**config.mk**
```make
export PLATFORM = sky130hd
export DESIGN_NAME = burst_dma
export DESIGN_NICKNAME = d
export VERILOG_FILES = /design/src/rtl/burst_dma.sv
export SDC_FILE = /design/constraint.sdc
export NUM_CORES = 1
export LEC_CHECK = 0
export BUFFER_PORTS_ARGS = -buffer_cell sky130_fd_sc_hd__buf_2
export CORE_MARGIN = 5
export CORE_UTILIZATION = 35
export DETAILED_ROUTE_END_ITERATION = 10
export HOLD_SLACK_MARGIN = 0.02
export PLACE_DENSITY = 0.48
export SYNTH_ARGS = -nofsm -noshare
export SYNTH_HDL_FRONTEND = slang
export SYNTH_SLANG_ARGS = --single-unit
```
**constraint.sdc**
```tcl
create_clock -name clk -period 4.27 [get_ports clk]
set_clock_uncertainty 0.2 [all_clocks]
set_input_delay 0.2135 -clock clk [delete_from_list [all_inputs] [get_ports clk]]
set_output_delay 0.2135 -clock clk [all_outputs]
set_load 0.01 [all_outputs]
```
**src/rtl/burst_dma.sv**
```systemverilog
module burst_dma #(
  parameter int AW       = 16,
  parameter int LW       = 16,
  parameter int MODE_MAX = 4
) (
  input  logic          clk,
  input  logic          rst_n,
  input  logic          start,
  input  logic [AW-1:0] src_addr,
  input  logic [AW-1:0] dst_addr,
  input  logic [LW-1:0] len_bytes,
  input  logic [2:0]    burst_mode,
  output logic          busy,
  output logic          done,
  output logic          err,
  output logic          mem_rd,
  output logic [AW-1:0] mem_raddr,
  input  logic [31:0]   mem_rdata,
  output logic          mem_wr,
  output logic [AW-1:0] mem_waddr,
  output logic [31:0]   mem_wdata
);
  localparam int BUFD = 1 << MODE_MAX;
  localparam int IW   = (MODE_MAX > 0) ? MODE_MAX : 1;

  typedef enum logic [1:0] {S_IDLE, S_RD, S_RWAIT, S_WR} st_t;
  st_t st;

  logic [AW-1:0] src_q, dst_q;
  logic [LW-1:0] rem_q;
  logic [2:0]    mode_q;
  logic [IW-1:0] idx_q, ridx_q;
  logic          rd_q;
  logic [31:0]   buf_q [BUFD];

  logic [LW-1:0] req_mask;
  logic          legal;
  logic [IW-1:0] last_idx;
  logic [LW-1:0] burst_bytes;

  assign req_mask    = (LW'(4) << burst_mode) - LW'(1);
  assign legal       = (burst_mode <= 3'(MODE_MAX)) && (len_bytes != '0) &&
                       ((len_bytes & req_mask) == '0);
  assign last_idx    = IW'((1 << mode_q) - 1);
  assign burst_bytes = LW'(4) << mode_q;

  assign busy      = (st != S_IDLE);
  assign mem_rd    = (st == S_RD);
  assign mem_raddr = src_q;
  assign mem_wr    = (st == S_WR);
  assign mem_waddr = dst_q;
  assign mem_wdata = buf_q[idx_q];

  always_ff @(posedge clk) begin
    if (!rst_n) begin
      st     <= S_IDLE;
      done   <= 1'b0;
      err    <= 1'b0;
      src_q  <= '0;
      dst_q  <= '0;
      rem_q  <= '0;
      mode_q <= '0;
      idx_q  <= '0;
    end else begin
      case (st)
        S_IDLE: if (start) begin
          done <= 1'b0;
          if (legal) begin
            err    <= 1'b0;
            src_q  <= src_addr;
            dst_q  <= dst_addr;
            rem_q  <= len_bytes;
            mode_q <= burst_mode;
            idx_q  <= '0;
            st     <= S_RD;
          end else begin
            err <= 1'b1;
          end
        end
        S_RD: begin
          src_q <= src_q + AW'(4);
          if (idx_q == last_idx) begin
            idx_q <= '0;
            st    <= S_RWAIT;
          end else begin
            idx_q <= idx_q + IW'(1);
          end
        end
        S_RWAIT: st <= S_WR;
        S_WR: begin
          dst_q <= dst_q + AW'(4);
          if (idx_q == last_idx) begin
            idx_q <= '0;
            rem_q <= rem_q - burst_bytes;
            if (rem_q == burst_bytes) begin
              done <= 1'b1;
              st   <= S_IDLE;
            end else begin
              st <= S_RD;
            end
          end else begin
            idx_q <= idx_q + IW'(1);
          end
        end
        default: st <= S_IDLE;
      endcase
    end
  end

  always_ff @(posedge clk) begin
    if (!rst_n) begin
      rd_q   <= 1'b0;
      ridx_q <= '0;
    end else begin
      rd_q   <= mem_rd;
      ridx_q <= idx_q;
    end
  end

  always_ff @(posedge clk) begin
    if (rd_q) buf_q[ridx_q] <= mem_rdata;
  end

  // finishing leaves the engine idle
  a_r9_done_idle: assert property (@(posedge clk) disable iff (!rst_n)
    done |-> !busy);
  // done holds until a new start
  a_r9_done_holds: assert property (@(posedge clk) disable iff (!rst_n)
    done && !start |=> done);
  // legal request accepted
  a_r5_accept: assert property (@(posedge clk) disable iff (!rst_n)
    start && !busy && legal |=> busy && !err && !done);
  // illegal request refused
  a_r4_reject: assert property (@(posedge clk) disable iff (!rst_n)
    start && !busy && !legal |=> err && !busy);
  // read and write addresses advance by one word
  a_r7_src_step: assert property (@(posedge clk) disable iff (!rst_n)
    mem_rd && $past(mem_rd) |-> mem_raddr == $past(mem_raddr) + AW'(4));
  a_r7_dst_step: assert property (@(posedge clk) disable iff (!rst_n)
    mem_wr && $past(mem_wr) |-> mem_waddr == $past(mem_waddr) + AW'(4));
  // a running transfer always has bytes left
  a_r11_rem_live: assert property (@(posedge clk) disable iff (!rst_n)
    busy |-> rem_q != '0);
endmodule

```
## Word level (Yosys, flattened, before mapping)

Memory sizes are Yosys's and may differ from the RTL's. A register that Yosys moved wholly into a read port is not among the register bits.
Cells that the tools add are included.

- Bits in read-only memories: 0
- Bits in latches: 0
- Bits in registers: 64
- Logic and storage cells: 79
- Memories kept: 1
- Bits in writable memories: 512
- Output and inout bits: 69

- Reductions and logical operators: 18
- Mux-type cells: 29
- Divide/modulo/power cells: 0
- Bitwise operators: 1
- Eq/ne operators: 10
- Shift operators: 3
- Multiply operators: 0
- Magnitude comparators: 1
- Add/subtract/negate cells: 6

Memories:

| name | depth | bits a word | rd ports | clocked after Yosys merged registers in | wr ports | RTL line | RTL |
|---|---|---|---|---|---|---|---|
| buf_q | 16 | 32 | 1 | 1 | 1 | 34 | `logic [31:0] buf_q [BUFD];` |

Operators by type and width:

| operator | count |
|---|---|
| two-way mux 16 bit | 7 |
| case mux 16 bit (2 select lines) | 3 |
| adder 16 x 3 -> 16 bit (second input constant) | 2 |
| left shift 3 x 3 -> 16 bit (first input constant) | 2 |
| two-way mux 4 bit | 5 |
| AND 16 bit | 1 |
| == test 16 bit | 1 |
| zero test 16 bit | 1 |
| nonzero test 16 bit | 1 |
| subtractor 16 bit | 1 |
| subtractor 16 x 2 -> 16 bit (second input constant) | 1 |
| AND reduction 3 bit | 4 |
| AND reduction 4 bit | 3 |
| two-way mux 2 bit | 4 |
| case mux 2 bit (4 select lines) | 1 |
| case mux 4 bit (2 select lines) | 1 |
| nonzero test 2 bit | 4 |
| two-way mux 1 bit | 7 |
| != test 2 x 1 -> 1 bit (second input constant) | 3 |
| adder 4 x 1 -> 4 bit (second input constant) | 1 |
| == test 2 bit (second input constant) | 2 |
| == test 4 bit | 1 |
| != test 2 bit (second input constant) | 2 |
| left shift 1 x 3 -> 4 bit (first input constant) | 1 |
| 8 further kinds | 9 |

## Logic depth before layout (Yosys ltp)

Gate-level depths: netlist of run 1.

- Word-level depth: 10
- Mapped depth: 10
- Gate-level depth less buffers: 9

## Worst setup path before layout of run 1

OpenSTA, ideal clock, no wires.

- Path type: register to register
- From: register rd_q
- To: memory buf_q[0][0] (enable)
- Path slack: 0.567 ns
- Cell stages (with the launch flop): 3
- Arrival time: 3.042 ns
- Required time: 3.609 ns
- Clock period less this slack: 3.703 ns
- Setup time: 0.461 ns
- Cell sequence: dfxtp_1 > or3b_2 > nor3_1

- Longest elaborated chain between the ends: 2

RTL lines:

| element | RTL line | RTL |
|---|---|---|
| start, declared | 33 | `logic rd_q;` |
| start signal, assigned | 115 | `rd_q <= mem_rd;` |
| two-way mux 1 bit | 121 | `if (rd_q) buf_q[ridx_q] <= mem_rdata;` |
| two-way mux 1 bit (not written as such) | 121 |  |
| end, declared | 34 |  |

Every way passes these cells.

## Worst setup path in the final report of run 1

- From: register st[0]
- To: register rem_q[8]

- Longest elaborated chain between the ends: 3
- Elaborated cells on any way between the ends: 8
- Classes of those cells: eq/ne (4); mux (1); reduce/logical (3)

RTL lines:

| element | RTL line | RTL |
|---|---|---|
| start, declared | 27 | `st_t st;` |
| start signal, assigned | 56 | `st <= S_IDLE;` |
| start signal, assigned | 75 | `st <= S_RD;` |
| start signal, assigned | 84 | `st <= S_RWAIT;` |
| == test 2 bit or zero test 2 bit (tied branches) | 65 | `case (st)` |
| != test 2 x 1 -> 1 bit (no line) (tied with other cells) | -- |  |
| AND reduction 4 bit (no line) | -- |  |
| end signal, assigned | 72 | `rem_q <= len_bytes;` |
| end signal, assigned | 94 | `rem_q <= rem_q - burst_bytes;` |
| end, declared | 30 | `logic [LW-1:0] rem_q;` |

Several ways; a longest one is shown, not always the timed one.
A chain may end at the register's enable or synchronous reset.

==> results by stage, run 1 <==
Status:
- The flow ran to the end, and the final reports show no timing, DRC or antenna violations.

Pwr:
- The clock network accounts for 42.8% of the total power.
- Of the total power, combinational logic draws 6.8%.
- Summed over all nets, the switching power comes to 2.77 mW.
- The leakage power is 9.07 nW.
- The switching share of power is between 20% and 30%.
- IR analysis of the VDD net gives a maximum drop of 0.000295 V.
- Sequential cells burn between 50% and 60% of the power.
- Internal power comes to 9.71 mW.
- The cell area power density is 441 nW/µm².

Place:
- Once detailed placement completed, the half-perimeter wirelength came to 33600 µm.
- The cell count after placement is between 2000 and 2500.
- At the end of routability-driven placement, the weighted congestion stood at 0.791.
- Port buffering added between 150 and 200 buffers.

Routing:
- After detailed routing, the number of vias per cell comes to 5.22.
- In the final routed layout, each cell accounts on average for 23.6 µm.
- After the first detailed-routing iteration, the DRC count stood at a little under 1000.
- The first detailed-routing pass ran for 5 iterations.
- The detail route stage leaves a number of antenna-violating nets equal to 0.
- The count of unresolved DRC violations after routing is 0.
- The via count is 12700.
- The sum of routed wire length over all layers is between 50000 and 60000 µm.

Final layout:
- The number of non-filler instances in the completed layout is 2429.
- The fraction of layout instances using a drive strength above 1 is 30.3%.
- The final core utilization is a little over two fifths.
- The net count of the finished layout is 1615.
- Compared with the post-synthesis result, the final layout area differs by 22.1%.

STA:
- Setup total negative slack on the finished layout was measured at 0 ps.
- The ratio of final minimum period to clock period is between 80% and 90%.
- The total count of max-transition violations in the final report is 0.
- The slew at the pin closest to its max-slew limit is 1040 ps.
- The total of endpoints with negative setup slack in the final report is 0.
- The clock period minus final worst setup slack is 3730 ps.
- The count of final hold-check violations came to 0.
- The maximum operating frequency is 268 MHz.
- Setup repair after global routing left no endpoint under its margin.
- The relative slew slack is a little under a third.

Global route:
- The number of global-route vias before repair is 13400.
- Global routing used 15.9% of the available tracks across all layers.
- The initial antenna violation count is 2.
- The first-pass GRT wire length is 86500 µm.
- The total overflow reported by the global router is 0.
- Entering global routing, the biggest net connects between 80 and 90 pins.

Logic synthesis:
- Summing the areas of all and, or, nand and nor instances in the mapped netlist gives 4.58% of the synthesized area.
- The number of nets in the synthesized netlist is 1326.
- Summing the areas of all compound-gate instances in the mapped netlist gives under 10% of the synthesized area.
- By area, the combinational part of the netlist is dominated by multiplexers.
- Multiplexer cells account for 16.0% of the synthesized area.
- In the synthesized netlist the dominant register cell turns out to be sky130_fd_sc_hd__edfxtp_1.
- Of the total synthesized cell area, the portion taken by XOR and XNOR cells is 0.151%.
- For this run, the register share of the synthesized area comes to 72.2%.
- The area share of the largest cell type after synthesis is between 60% and 70%.
- Summing the areas of all fa, ha and maj instances in the mapped netlist gives less than 1% of the synthesized area.
- The Yosys step of the flow raised 0 warnings.
- Of all flip-flops after synthesis, the portion carrying an async set or reset was 0%.
- By area the synthesized netlist is led by sky130_fd_sc_hd__edfxtp_1, sky130_fd_sc_hd__mux4_2, sky130_fd_sc_hd__dfxtp_1, sky130_fd_sc_hd__a21oi_1, sky130_fd_sc_hd__nor2_1.
- The biggest area contributor in the post-synthesis netlist is sky130_fd_sc_hd__edfxtp_1.
- The synthesized cell area is 23200 µm².
- The number of enable flip-flop cells after synthesis is approximately 500.
- Counting flops and latches in the post-synthesis netlist gives slightly below 600.
- In the synthesized netlist, the number of instances is between 1000 and 1500.
- The netlist uses 70 different library cells.
- The synthesized area divided by synthesized cell count is 18.9 µm².

Clock tree:
- TritonCTS built the clock tree.
- Buffers inserted during clock tree synthesis total 61.
- The total clock sinks is 580.
- The root cell of the clock tree is sky130_fd_sc_hd__clkbuf_16.
- The clock-pin slew on the worst setup and hold paths is 60 ps.
- The longest clock path from root to sink contains 3 buffers.
- The source-to-sink clock delay at the later pin of the worst-skew pair is 620 ps.
- The number of levels in the clock H-tree is 2.

Min path:
- The tightest min-delay check is of the input port to flop type.

Critical path:
- The required time at the endpoint of the critical path is 4630 ps.
- The signal on the critical path passes through inv_1 -> ha_1 -> nand2_1 -> or4_1 -> a2bb2oi_4 -> o21ai_0 -> a21oi_1 -> dlygate4sd3_1.
- The register-to-register path setup slack is 540 ps.
- The critical path's top delay family is simple AND/OR/NAND/NOR gates.
- The worst setup path is launched from a flop.
- The largest fanout of any net on the critical path is 22.
- The data arrival time at the worst-slack endpoint is 4090 ps.
- On the critical path, the stage with the largest delay is an instance of sky130_fd_sc_hd__or4_1.
- The buffers plus inverters on the worst setup path is 2.
- The worst setup path is captured at a flop.
- The critical path class is flop to flop.
- On the worst path, the slowest cell contributes a delay of around 960 ps.

Die:
- In this run the core area contains 94 standard-cell rows.
- From bottom edge to top edge, the die measures 267 µm.
- The region available for standard cell placement spans 65700 µm².
- The initial utilization of the core area, before any placement, comes to 35.3%.
- The number of top-level design ports is 155.
- The die outline width is 267 µm.
- The die outline area is 71500 µm².

Flow run:
- The count of max-cap constraint violations is 0.
==> logic make-up after synthesis <==
group / Yosys count
flip-flops: 580
AND/OR/NAND/NOR: 211
multiplexers: 171
AO/OA/AOI/OAI: 170
buffers and inverters: 74
adder cells (fa/ha/maj): 15
XOR/XNOR: 4
==> tightest hold or removal path: cells and delay by family <==
| kind | cells | cell delay [ps] |
|---|---|---|
| multiplexers | 1 | 130 |
| AO/OA/AOI/OAI | 1 | 330 |
| AND/OR/NAND/NOR | 2 | 120 |
| buffers and inverters | 1 | 100 |
==> placed cells by master (no fill, tap or decap), types with 23 or more instances in the layout <==
master and count:
sky130_fd_sc_hd__a21oi_1 49, sky130_fd_sc_hd__clkbuf_16 61, sky130_fd_sc_hd__edfxtp_1 512, sky130_fd_sc_hd__buf_4 23, sky130_fd_sc_hd__mux4_2 160, sky130_fd_sc_hd__buf_2 154
sky130_fd_sc_hd__o21ai_0 32, sky130_fd_sc_hd__dlygate4sd3_1 101, sky130_fd_sc_hd__nand3_1 25, sky130_fd_sc_hd__dfxtp_1 64, sky130_fd_sc_hd__nor2_1 40, sky130_fd_sc_hd__nand2_1 44
==> per-layer routing <==
metal / vias to the layer above / track usage, % / part of all wire, %
li1: 5665 / - / -
met1: 6608 / 22.4 / 45
met2: 338 / 25.9 / 48
met3: 80 / 3.33 / 5.4
met4: 0 / 3.59 / 1.8
met5: - / 0 / 0
==> cell usage after synthesis (5+ instances only) <==
cell	count
sky130_fd_sc_hd__edfxtp_1	512
sky130_fd_sc_hd__nor2b_1	8
sky130_fd_sc_hd__a31oi_1	7
sky130_fd_sc_hd__mux2i_1	10
sky130_fd_sc_hd__buf_1	16
sky130_fd_sc_hd__o21ai_0	32
sky130_fd_sc_hd__nand2_1	44
sky130_fd_sc_hd__o221ai_1	5
sky130_fd_sc_hd__or3_1	5
sky130_fd_sc_hd__dfxtp_1	68
sky130_fd_sc_hd__clkbuf_1	39
sky130_fd_sc_hd__o211ai_1	5
sky130_fd_sc_hd__mux4_2	160
sky130_fd_sc_hd__a21oi_1	49
sky130_fd_sc_hd__nand3_1	25
sky130_fd_sc_hd__a211oi_1	11
sky130_fd_sc_hd__inv_1	9
sky130_fd_sc_hd__nor2_1	52
sky130_fd_sc_hd__a22oi_1	11
sky130_fd_sc_hd__nor3_1	19
sky130_fd_sc_hd__ha_1	15
sky130_fd_sc_hd__nor4_1	9
sky130_fd_sc_hd__and2_1	14
sky130_fd_sc_hd__a211oi_2	5
sky130_fd_sc_hd__and3_1	9
sky130_fd_sc_hd__nand3b_1	5
==> through the flow <==
stage	setup slack [ps]	total power [mW]	hold WS, ps	instance area (µm²)
finish	541	12.5	111	28300
global route	294	13.0	107	28300
CTS	583	12.6	85.5	28300
detailed placement	1110	7.18	249	25300
global placement	1180	7.17	246	25300
floorplan	567	6.84	112	23200
==> power by group through the flow <==
stage	registers (mW)	clock network [mW]	logic (mW)
floorplan	6.42	0	0.422
global placement	6.41	0	0.754
detailed placement	6.41	0	0.764
CTS	6.29	5.50	0.851
global route	6.30	5.75	0.928
finish	6.30	5.34	0.846
==> registers in the layout, summed over array words and instances (netlist names), named ones only <==
name and count:
mode_q 3, st 2, idx_q 4, ridx_q 4, rem_q 16, buf_q 512, mem_raddr 16, mem_waddr 16
done 1, err 1, rd_q 1
==> path summary, 6_finish.rpt <==
path | start | to | depth (start not counted)
max reg2reg | st[0]$_SDFFE_PN0P_ | rem_q[8]$_SDFFE_PN0P_ | 8
min | len_bytes[0] | mem_waddr[0]$_SDFFE_PN0P_ | 5
min reg2reg | rem_q[1]$_SDFFE_PN0P_ | rem_q[1]$_SDFFE_PN0P_ | 1
max | st[0]$_SDFFE_PN0P_ | rem_q[8]$_SDFFE_PN0P_ | 8
==> final cells by class <==
cell class,instances,area (µm²)
Antenna cell,2,5.00
Clock buffer,74,1620
Timing Repair Buffer,288,2150
Tap cell,864,1080
Clock inverter,38,397
Sequential cell,580,16700
Multi-Input combinational cell,571,6270
Inverter,12,45.0
Fill cell,5724,37400
==> timing repair <==
action / CTS / global route
endpoints found under the hold margin: 569 / 0
setup buffers: 0 / 0
hold buffers: 101 / 0
gates resized for setup: 0 / 0
No activity file was read; power rests on OpenSTA's default activity.
==> run 2: changes to the inputs <==
- CELL_PAD_IN_SITES_DETAIL_PLACEMENT: default -> 1
- CELL_PAD_IN_SITES_GLOBAL_PLACEMENT: default -> 1
- PLACE_DENSITY: 0.48 -> 0.54
==> results by stage, run 2 (synthesized netlist as in run 1, its figures left out) <==
Die:
- The initial core utilization is 35.3% (unchanged).
- The die outline width came to 267 µm (unchanged).
- The die span in y is 267 µm (unchanged).
- The die outline area is 71500 µm² (unchanged).
- The count of standard-cell rows is 94 (unchanged).
- The core box area is 65700 µm² (unchanged).
- The number of top-level design ports is 155 (unchanged).

Critical path:
- The kind of capture point of the worst setup path is a flop.
- Walking the worst path, the cells encountered are or3_1 -> ha_1 -> o211ai_1 -> a21oi_1 -> o31a_1 -> nor3_1 -> o221ai_1 -> dlygate4sd3_1 -> nor3_1.
- The nature of the critical path startpoint is a flop.
- The required time at the endpoint of the critical path is 4560 ps (-70 ps).
- The data arrival time at the worst-slack endpoint is 4060 ps (-30 ps).
- The setup path with the least slack is of type flop to flop.
- The biggest cell delay along the critical path came to 600 ps (-360 ps).
- By instance count, the cell type seen most on the critical path is sky130_fd_sc_hd__nor3_1.
- The cell at the slowest stage of the critical path is sky130_fd_sc_hd__dlygate4sd3_1.
- The largest fanout of any net on the critical path is 10 (-55%).

STA:
- The slew at the pin closest to its max-slew limit is 932 ps (-109 ps).
- The final-layout setup total negative slack was 0 ps (unchanged).
- The maximum operating frequency was 266 MHz (-0.93%).
- Setup repair after global routing left no endpoint under its margin.
- The relative slew slack is 37.8% (+7.5 points).
- The total count of max-transition violations in the final report is 0 (unchanged).
- The clock period minus final worst setup slack came to 3760 ps (+35.2 ps).
- The count of final hold-check violations was 0 (unchanged).
- The total of endpoints with negative setup slack in the final report is 0 (unchanged).
- The ratio of final minimum period to clock period is 88.1% (+0.82 points).

Clock tree:
- The total clock sinks is 580 (unchanged).
- The total setup buffers inserted after CTS is 0 (unchanged).
- The buffer depth of the longest clock path is 3 (unchanged).
- The CTS tree is yes.
- The count of hold-fix buffers inserted at cts is 98 (-3.0%).
- The number of levels in the clock H-tree was 3 (+1).
- The number of buffers added by the clock tree synthesis step is 66 (+8.2%).
- The source-to-sink clock delay at the later pin of the worst-skew pair is 580 ps (-40 ps).
- The clock-pin slew on the worst setup and hold paths is 60 ps (about the same).
- In this run the clock root is driven by a sky130_fd_sc_hd__clkbuf_16.
- The post-cts gate resize count was 0 (unchanged).

Final layout:
- Counting flops per register, the top entry is buf_q.
- The number of flip-flops in the largest register is 512 (unchanged).
- The net count of the finished layout is 1623 (+0.50%).
- Leaving out fill and tap cells, the most frequent cell in the layout is sky130_fd_sc_hd__edfxtp_1.
- The area added between synthesis and finish is 21.9%.
- The fraction of layout instances using a drive strength above 1 is 30.4% (+0.16 points).
- In the layout the commonest cells are sky130_fd_sc_hd__edfxtp_1, sky130_fd_sc_hd__mux4_2, sky130_fd_sc_hd__buf_2, sky130_fd_sc_hd__dlygate4sd3_1, sky130_fd_sc_hd__clkbuf_16.

Routing:
- The routed wire length on met2 was 31000 µm (+13%).
- The number of iterations in the first detailed-routing pass came to 5 (unchanged).
- The met1 wire length came to 26600 µm (+3.5%).
- The count of unresolved DRC violations after routing is 0 (unchanged).
- The highest routing layer actually used is met5.
- The ratio of routed vias to standard cells is 5.28 (+1.1%).
- The via count is 12900 (+1.4%).
- The wire length per cell is 25.2 µm (+6.7%).
- The routed length on met3 is 2810 µm (-10%).
- The DRC violation total after the first TritonRoute iteration came to 722 (-27%).
- The antenna violation net count after detailed routing is 0 (unchanged).
- The sum of routed wire length over all layers is 61400 µm (+7.0%).

Place:
- The estimated wirelength of the detail-placed design came to 35500 µm (+5.7%).
- The weighted congestion at the end of routability-driven global placement is 0.790 (-0.21%).
- The number of input and output port buffers inserted is 154 (unchanged).

Global route:
- The initial antenna violation count is 2 (unchanged).
- The number of global-route vias before repair is 14200 (+6.0%).
- The first-pass GRT wire length is 92600 µm (+7.1%).
- The maximum number of pins on one net before global-route repair is 61 (-25%).
- The total overflow reported by the global router is 0 (unchanged).
- The combined global-route utilization of all metal layers is 17.3% (+1.4 points).

Pwr:
- The leakage power was 9.08 nW (+0.11%).
- The cell area power density is 443 nW/µm² (+0.61%).
- The overall power consumption is 12.5 mW (+0.46%).
- The worst-case vdd ir drop is 0.000227 V (-23%).

Min path:
- The path class of the tightest hold or removal check is input port to flop.

Status:
- The flow ran to the end, and the final reports show no timing, DRC or antenna violations.

Flow run:
- The count of max-cap constraint violations was 0 (unchanged).
run 2: layer usage:
layer	GRT usage, %	vias to the layer above
li1	-	5677
met1	23.2	6814
met2	29.6	305
met3	3.13	68
met4	4.21	2
met5	0	-
run 2: critical path: cells and delay by family (launching register included):
family / cells / cell delay, ps
compound gates: 4 / 1030
fa+ha+maj: 1 / 330
buf+inv: 1 / 600
flops: 1 / 390
simple gates: 3 / 1120
run 2: area by class of cell:
type                       instances  area [µm²]
timing repair buffer             291        2090
sequential                       580       16700
clock buffer                      85        1770
tap                              864        1080
antenna                            1        2.50
multi-input combinational        571        6270
clock inverter                    32         267
fill                            6299       37500
inverter                          12        45.0
run 2: metrics by stage:
| step | hold WS (ps) | util (%) | std cells | instance area [µm²] | setup WS (ps) |
|---|---|---|---|---|---|
| 6_report | 117 | 43.0 | 2436 | 28300 | 506 |
| 5_1_grt | 149 | 43.0 | 2436 | 28300 | 252 |
| 4_1_cts | 78.3 | 43.0 | 2435 | 28300 | 534 |
| 3_5_place_dp | 257 | 38.4 | 2220 | 25300 | 1050 |
| 3_3_place_gp | 250 | 38.4 | 2220 | 25300 | 1150 |
| 2_1_floorplan | 112 | - | 1225 | 23200 | 567 |
run 2: final timing paths:
check | start | endpoint | slack [ps] | cells past startpoint
setup / recovery | mode_q[0]$_SDFFE_PN0P_ | rem_q[15]$_SDFFE_PN0P_ | 510 | 9
hold / removal | len_bytes[0] | mem_raddr[15]$_SDFFE_PN0P_ | 120 | 6
hold reg to reg | mem_raddr[0]$_SDFFE_PN0P_ | mem_raddr[0]$_SDFFE_PN0P_ | 280 | 2
setup reg to reg | mode_q[0]$_SDFFE_PN0P_ | rem_q[15]$_SDFFE_PN0P_ | 510 | 9
run 2: power by group:
part / internal [mW] / leakage (nW) / switching [mW]
combinational: 0.344 / 2.94 / 0.514
sequential: 6.25 / 5.15 / 0.0510
clock: 3.16 / 0.988 / 2.22
total: 9.75 / 9.08 / 2.78
